## config.mk

```make
export PLATFORM = sky130hd
export DESIGN_NAME = pwrup_seq
export DESIGN_NICKNAME = d
export VERILOG_FILES = /design/src/rtl/pwrup_pkg.sv /design/src/rtl/seq_timer.sv /design/src/rtl/osc_delay_calc.sv /design/src/rtl/rst_cause_reg.sv /design/src/rtl/pwrup_seq.sv
export SDC_FILE = /design/constraint.sdc
export NUM_CORES = 1
export LEC_CHECK = 0
export ABC_AREA = 1
export BUFFER_PORTS_ARGS = -buffer_cell sky130_fd_sc_hd__buf_2
export CAP_MARGIN = 20
export CORE_UTILIZATION = 45
export DETAILED_ROUTE_END_ITERATION = 12
export PLACE_DENSITY = 0.67
export SLEW_MARGIN = 5
export SYNTH_ARGS = -nofsm -noshare
export SYNTH_HDL_FRONTEND = slang
export SYNTH_SLANG_ARGS = --single-unit
```

## constraint.sdc

```tcl
create_clock -name clk -period 4.9 [get_ports clk]
set_clock_uncertainty 0.2 [all_clocks]
set_input_delay 0.735 -clock clk [delete_from_list [all_inputs] [get_ports clk]]
set_output_delay 0.735 -clock clk [all_outputs]
set_load 0.01 [all_outputs]
```

## src/rtl/pwrup_pkg.sv

```systemverilog
`timescale 1ns/1ps
package pwrup_pkg;

  typedef enum logic [2:0] {
    ST_POR  = 3'd0,
    ST_BOR  = 3'd1,
    ST_PWRT = 3'd2,
    ST_OSC  = 3'd3,
    ST_RUN  = 3'd4,
    ST_WARM = 3'd5,
    ST_MON  = 3'd6
  } stage_t;

  localparam logic [3:0] MD_FRC     = 4'd0;
  localparam logic [3:0] MD_FRCD16  = 4'd1;
  localparam logic [3:0] MD_FRCDN   = 4'd2;
  localparam logic [3:0] MD_FRCPLL  = 4'd3;
  localparam logic [3:0] MD_XT      = 4'd4;
  localparam logic [3:0] MD_HS      = 4'd5;
  localparam logic [3:0] MD_EC      = 4'd6;
  localparam logic [3:0] MD_XTPLL   = 4'd7;
  localparam logic [3:0] MD_HSPLL   = 4'd8;
  localparam logic [3:0] MD_ECPLL   = 4'd9;
  localparam logic [3:0] MD_SOSC    = 4'd10;
  localparam logic [3:0] MD_LPRC    = 4'd11;

  // Terms that make up the oscillator-ready wait
  typedef struct packed {
    logic fast;   // start-up delay of fast sources
    logic slow;   // start-up delay of the low-power RC
    logic ost;    // fixed start-up timer
    logic lock;   // PLL lock wait
  } osc_terms_t;

  function automatic logic [3:0] fold_mode(input logic [3:0] code);
    return (code > MD_LPRC) ? MD_FRC : code;
  endfunction

  function automatic osc_terms_t osc_terms(input logic [3:0] mode);
    osc_terms_t t;
    t = '0;
    case (mode)
      MD_FRCPLL:          begin t.fast = 1'b1; t.lock = 1'b1; end
      MD_XT, MD_HS,
      MD_SOSC:            begin t.fast = 1'b1; t.ost = 1'b1; end
      MD_XTPLL, MD_HSPLL: begin t.fast = 1'b1; t.ost = 1'b1; t.lock = 1'b1; end
      MD_EC:              t = '0;
      MD_ECPLL:           t.lock = 1'b1;
      MD_LPRC:            t.slow = 1'b1;
      default:            t.fast = 1'b1;
    endcase
    return t;
  endfunction

endpackage

```

## src/rtl/seq_timer.sv

```systemverilog
`timescale 1ns/1ps
module seq_timer #(
  parameter int W = 12
) (
  input  logic         clk,
  input  logic         arst_n,
  input  logic         clr,
  input  logic [W-1:0] limit,
  output logic         done,
  output logic [W-1:0] cnt
);

  assign done = (cnt == limit);

  always_ff @(posedge clk or negedge arst_n) begin
    if (!arst_n)     cnt <= '0;
    else if (clr)    cnt <= '0;
    else if (!done)  cnt <= cnt + 1'b1;
  end

endmodule

```

## src/rtl/osc_delay_calc.sv

```systemverilog
`timescale 1ns/1ps
module osc_delay_calc
  import pwrup_pkg::*;
#(
  parameter int W          = 12,
  parameter int T_OSCD     = 6,
  parameter int T_OSCD_LP  = 30,
  parameter int OST_CYCLES = 1024,
  parameter int T_LOCK     = 50
) (
  input  logic [3:0]   mode,
  output logic [W-1:0] total
);

  osc_terms_t terms;

  assign terms = osc_terms(mode);

  assign total = (terms.fast ? W'(T_OSCD)     : '0)
               + (terms.slow ? W'(T_OSCD_LP)  : '0)
               + (terms.ost  ? W'(OST_CYCLES) : '0)
               + (terms.lock ? W'(T_LOCK)     : '0);

endmodule

```

## src/rtl/rst_cause_reg.sv

```systemverilog
`timescale 1ns/1ps
module rst_cause_reg #(
  parameter int         N       = 3,
  parameter logic [N-1:0] RST_VAL = 3'b001
) (
  input  logic         clk,
  input  logic         arst_n,
  input  logic [N-1:0] set_vec,
  input  logic [N-1:0] clr_vec,
  output logic [N-1:0] flags
);

  for (genvar i = 0; i < N; i++) begin : g_bit
    always_ff @(posedge clk or negedge arst_n) begin
      if (!arst_n)          flags[i] <= RST_VAL[i];
      else if (set_vec[i])  flags[i] <= 1'b1;
      else if (clr_vec[i])  flags[i] <= 1'b0;
    end
  end

endmodule

```

## src/rtl/pwrup_seq.sv

```systemverilog
`timescale 1ns/1ps
module pwrup_seq
  import pwrup_pkg::*;
#(
  parameter int T_POR      = 20,
  parameter int T_BOR      = 12,
  parameter int T_PWRT     = 40,
  parameter int T_OSCD     = 6,
  parameter int T_OSCD_LP  = 30,
  parameter int OST_CYCLES = 1024,
  parameter int T_LOCK     = 50,
  parameter int T_FSCM     = 16
) (
  input  logic       clk,
  input  logic       arst_n,
  input  logic       por_ok,
  input  logic       supply_good,
  input  logic       warm_req,
  input  logic       sw_req,
  input  logic [3:0] cfg_mode,
  input  logic       fscm_cfg,
  input  logic [2:0] cause_clr,
  output logic       sys_rst,
  output logic       osc_en,
  output logic       core_rst,
  output logic       fscm_en,
  output logic [3:0] clk_mode,
  output logic [2:0] cause
);

  localparam int SPAN  = T_POR + T_BOR + T_PWRT + T_OSCD + T_OSCD_LP
                       + OST_CYCLES + T_LOCK + T_FSCM;
  localparam int CNT_W = $clog2(SPAN + 1);

  stage_t             stage, stage_nxt;
  logic               tmr_clr, tmr_done;
  logic [CNT_W-1:0]   tmr_cnt, tmr_lim, osc_lim;
  logic [3:0]         mode_q;
  logic               warm_any, cold_stage;

  // named events for the checker
  logic               lim_breach;
  logic               evt_release;
  logic [2:0]         cause_set;

  assign warm_any   = warm_req | sw_req;
  assign cold_stage = (stage == ST_POR) || (stage == ST_BOR) || (stage == ST_PWRT);

  osc_delay_calc #(
    .W(CNT_W), .T_OSCD(T_OSCD), .T_OSCD_LP(T_OSCD_LP),
    .OST_CYCLES(OST_CYCLES), .T_LOCK(T_LOCK)
  ) u_osc_calc (
    .mode  (mode_q),
    .total (osc_lim)
  );

  always_comb begin
    case (stage)
      ST_POR:  tmr_lim = CNT_W'(T_POR);
      ST_BOR:  tmr_lim = CNT_W'(T_BOR);
      ST_PWRT: tmr_lim = CNT_W'(T_PWRT);
      ST_OSC:  tmr_lim = osc_lim;
      ST_RUN:  tmr_lim = CNT_W'(T_FSCM);
      default: tmr_lim = '0;
    endcase
  end

  seq_timer #(.W(CNT_W)) u_timer (
    .clk    (clk),
    .arst_n (arst_n),
    .clr    (tmr_clr),
    .limit  (tmr_lim),
    .done   (tmr_done),
    .cnt    (tmr_cnt)
  );

  assign lim_breach = (tmr_cnt > tmr_lim);

  always_comb begin
    stage_nxt = stage;
    tmr_clr   = 1'b0;
    if (!por_ok) begin
      stage_nxt = ST_POR;
      tmr_clr   = 1'b1;
    end else if (!supply_good && stage != ST_POR) begin
      stage_nxt = ST_BOR;
      tmr_clr   = 1'b1;
    end else begin
      case (stage)
        ST_POR:  if (tmr_done) begin stage_nxt = ST_BOR;  tmr_clr = 1'b1; end
        ST_BOR:  if (tmr_done) begin stage_nxt = ST_PWRT; tmr_clr = 1'b1; end
        ST_PWRT: if (tmr_done) begin stage_nxt = ST_OSC;  tmr_clr = 1'b1; end
        ST_OSC: begin
          if (warm_any)      tmr_clr = 1'b1;
          else if (tmr_done) begin stage_nxt = ST_RUN; tmr_clr = 1'b1; end
        end
        ST_RUN: begin
          if (warm_any) begin
            stage_nxt = ST_WARM; tmr_clr = 1'b1;
          end else if (tmr_done && fscm_cfg) begin
            stage_nxt = ST_MON;  tmr_clr = 1'b1;
          end
        end
        ST_MON:  if (warm_any) begin stage_nxt = ST_WARM; tmr_clr = 1'b1; end
        ST_WARM: begin stage_nxt = ST_RUN; tmr_clr = 1'b1; end
        default: begin stage_nxt = ST_POR; tmr_clr = 1'b1; end
      endcase
    end
  end

  assign evt_release = (stage == ST_OSC) && (stage_nxt == ST_RUN);

  always_ff @(posedge clk or negedge arst_n) begin
    if (!arst_n) stage <= ST_POR;
    else         stage <= stage_nxt;
  end

  // clock mode: reloaded only while a cold sequence is running
  always_ff @(posedge clk or negedge arst_n) begin
    if (!arst_n)         mode_q <= MD_FRC;
    else if (cold_stage) mode_q <= fold_mode(cfg_mode);
  end

  assign cause_set = { sw_req & ~cold_stage & por_ok & supply_good,
                       por_ok & ~supply_good,
                       ~por_ok };

  rst_cause_reg #(.N(3), .RST_VAL(3'b001)) u_cause (
    .clk     (clk),
    .arst_n  (arst_n),
    .set_vec (cause_set),
    .clr_vec (cause_clr),
    .flags   (cause)
  );

  assign sys_rst  = cold_stage;
  assign osc_en   = ~cold_stage;
  assign core_rst = ~((stage == ST_RUN) || (stage == ST_MON));
  assign fscm_en  = (stage == ST_MON);
  assign clk_mode = mode_q;

endmodule

```

==> results.toml <==
[global_routing]
grt_max_degree = 22
grt_pass1_vias = 1265
grt_first_pass_wirelength_um = 5506
antenna_found_initial = 0
grt_use_total_pct = 20.00
grt_remaining_overflow = 0

[critical_path]
critPathBufInv = 1
critical_path_class = "register to register"
cp_top_family = "simple AND/OR/NAND/NOR gates"
path_depth = 18
critPathSlowestCell = "dfrtp_1"
crit_top_cell = "nand2_1"
cp-start-kind = "register"
cpPeakStageDelay_ns = 0.43
r2r_start = "clk_mode[0]"
cp_cell_sequence = "inv_1, nand2_1, nor3_1, a21oi_1, fa_1, ha_1, ha_1, or2_2, nand3_1, nand2_1, nand2_1, nand3_1, nor2_2, nand2_2, o21ai_2, nand2_1, nand2_1, nand2_1"
worstReg2RegEnd = "stage[1]"
critical_path_arrival_ns = 3.26
crit_required_ns = 4.92
crit_path_max_fanout = 6
ff2ff_setup_slack_ns = 1.66
cp-endpoint = "stage[1]"
crit_path_end_kind = "register"
r2r_cells = 18
cp-startpoint = "clk_mode[0]"

[floorplan]
num_rows = 20
ios = 25
die_y_um = 60.43
start_util_pct = 48.73
die_w_um = 60.43
die_area_mm2 = 0.003652
core_mm2 = 0.003153

[synthesis]
synthArstFlopShare_pct = 100.0
synth_top_cells_by_area = "dfrtp_1 (33%), nand2_1 (14%), inv_1 (9.5%)"
syn_inst = 227
avgSynthCellArea_um2 = 6.769
yosysTopAreaCellShare_pct = 32.57
synth_edf_count = 0
synth_flop_cell = "dfrtp_1"
ys_ff_latch = 21
synth_nets = 248
synth_largest_area_cell = "dfrtp_1"
netlist_area_mm2 = 0.001536
synth_common_cells = "nand2_1 (56), inv_1 (39), nor2_1 (31)"
synthDistinctLibCells = 27
synth.most_common_cell = "nand2_1"
seq_area_frac_synth_pct = 34.28
yosys_warnings = 0

[sta]
maxSlewViolCount = 0
finalCriticalPeriod_ns = 3.241
finalCritPeriodShare_pct = 66.15
hold_violations = 0
fmax_mhz = 308.5
tightestPinTransition_ns = 0.4808
rsz0062_at_grt = "false"
setup_viol = 0
tns_ns = 0
slew_headroom_pct = 67.95

[clock_tree]
cts-root-buf = "clkbuf_4"
clockBufferDepth = 2
clk_pin_slew_ns = 0.13
cts_resized = 0
cts_tree = "yes"
cts-hold-fix-buffers = 0
cts_sinks = 21
post_cts_buffers = 0
cts-htree-levels = 1
clock_latency_ns = 0.31
numCtsBuffers = 3

[route]
drtIter0Drc = 59
drt-wirelength-per-cell_um = 10.67
wl_met1_um = 1636
highest_layer = "met4"
wl_met2_um = 1408
drc = 0
wl_met3_um = 103
vias_per_cell = 4.788
vias = 1422
ant_nets = 0
routed_wl_um = 3169
dr.pass1.iters = 5

[pwr]
pwr-share-seq_pct = 37.3
leakagePower_nw = 0.8982
swShare_pct = 45.76
power.internal_mw = 0.3403
power-per-cell-area_mw_per_mm2 = 364.2
switchingPower_mw = 0.2871
power_frac_comb_pct = 48.6
p_clk_share_pct = 14.1
vdd_drop_max_mv = 0.1798
power.total_mw = 0.6274

[job]
maxCapViolCount = 0

[placed_design]
placed_cell_area_mm2 = 0.001695
io_buffers = 24
gp_congestion = 0.8234
dp_hpwl_um = 2528

[final_layout]
antenna_cells = 0
multi_input_area_um2 = 847.1
final_area_mm2 = 0.001723
syn2layout_area_growth_pct = 12.13
fill_cells = 352
nets = 275
drive_above_1_share_pct = 15.81
seq_area_um2 = 526.8

[run_status]
status = "finished, final reports clean"

[hold_path]
min_path_type = "input port to asynchronous set/reset pin"
==> registers in the layout (all words and copies together), names as in the netlist <==
name           count
u_timer.cnt       11
u_cause.flags      3
clk_mode           4
stage              3
==> logic make-up (layout without fill, tap and decap cells) <==
group                      count (synthesis)  after routing  share of synthesized area [%]
and+or+nand+nor                          131            131                          37.21
xor gates and xnor gates                   6              6                          3.420
AOI/OAI and AO/OA                         21             21                          8.306
DFF                                       21             21                          34.28
buffers and inverters                     41             67                          10.59
adders and majority gates                  7              7                          6.189
==> worst register-to-register path, cell delays in order (launching register included) <==
cell and delay, ns:
dfrtp_1 0.43, inv_1 0.11, nand2_1 0.07, nor3_1 0.21
a21oi_1 0.10, fa_1 0.39, ha_1 0.20, ha_1 0.21
or2_2 0.30, nand3_1 0.08, nand2_1 0.06, nand2_1 0.05
nand3_1 0.08, nor2_2 0.17, nand2_2 0.13, o21ai_2 0.11
nand2_1 0.11, nand2_1 0.08, nand2_1 0.05
==> through the flow <==
step	utilization (%)	cells	worst slack, ns	hold WS, ns
6_report	54.64	297	1.659	0.1620
5_1_grt	54.64	297	1.387	0.1944
4_1_cts	54.64	297	1.662	0.1776
3_5_place_dp	53.77	293	1.671	0.2755
3_3_place_gp	53.77	293	1.716	0.2637
2_1_floorplan	-	227	1.890	0.2394
==> metal layers <==
metal  vias to the layer above  global-route usage, %
li1                        768                      -
met1                       627                  29.43
met2                        25                  31.71
met3                         2                  1.919
met4                         0                  4.870
met5                         -                      0
==> placed cells by master, fill, tap and decap left out, types with 4 or more instances in the layout <==
cell,instances
ha_1,6
nand2_2,4
nand3_1,25
o21ai_0,5
dfrtp_1,20
nand2_1,56
a21oi_1,5
nor3_1,7
nor2_1,31
xor2_1,5
inv_1,39
buf_2,24
==> worst min path at each step <==
stage / from / end / slack (ns) / cells past startpoint
3_3_place_gp: u_cause.flags[0] / u_cause.flags[0] / 0.26 / 2
3_5_place_dp: u_cause.flags[0] / u_cause.flags[0] / 0.28 / 2
6_report: arst_n / stage[1] / 0.16 / 1
5_1_grt: arst_n / u_timer.cnt[0] / 0.19 / 1
2_1_floorplan: arst_n / clk_mode[0] / 0.24 / 0
4_1_cts: arst_n / u_cause.flags[1] / 0.18 / 1
==> cell type report <==
type	instances	area share [%]
well taps	44	3.195
clock buffers	3	1.307
flip-flops and latches	21	30.57
repair buffers	24	6.972
inverters	39	8.497
multi-input cells	165	49.16
clock inverters	1	0.2905
==> power groups by stage <==
stage | Sequential, mW | Clock, mW | Combinational [mW]
2_1_floorplan | 0.232 | 0 | 0.236
3_3_place_gp | 0.237 | 0 | 0.307
3_5_place_dp | 0.237 | 0 | 0.306
4_1_cts | 0.234 | 0.0898 | 0.308
5_1_grt | 0.239 | 0.0981 | 0.354
6_report | 0.234 | 0.0886 | 0.305
(Power assumes the default switching activity.)
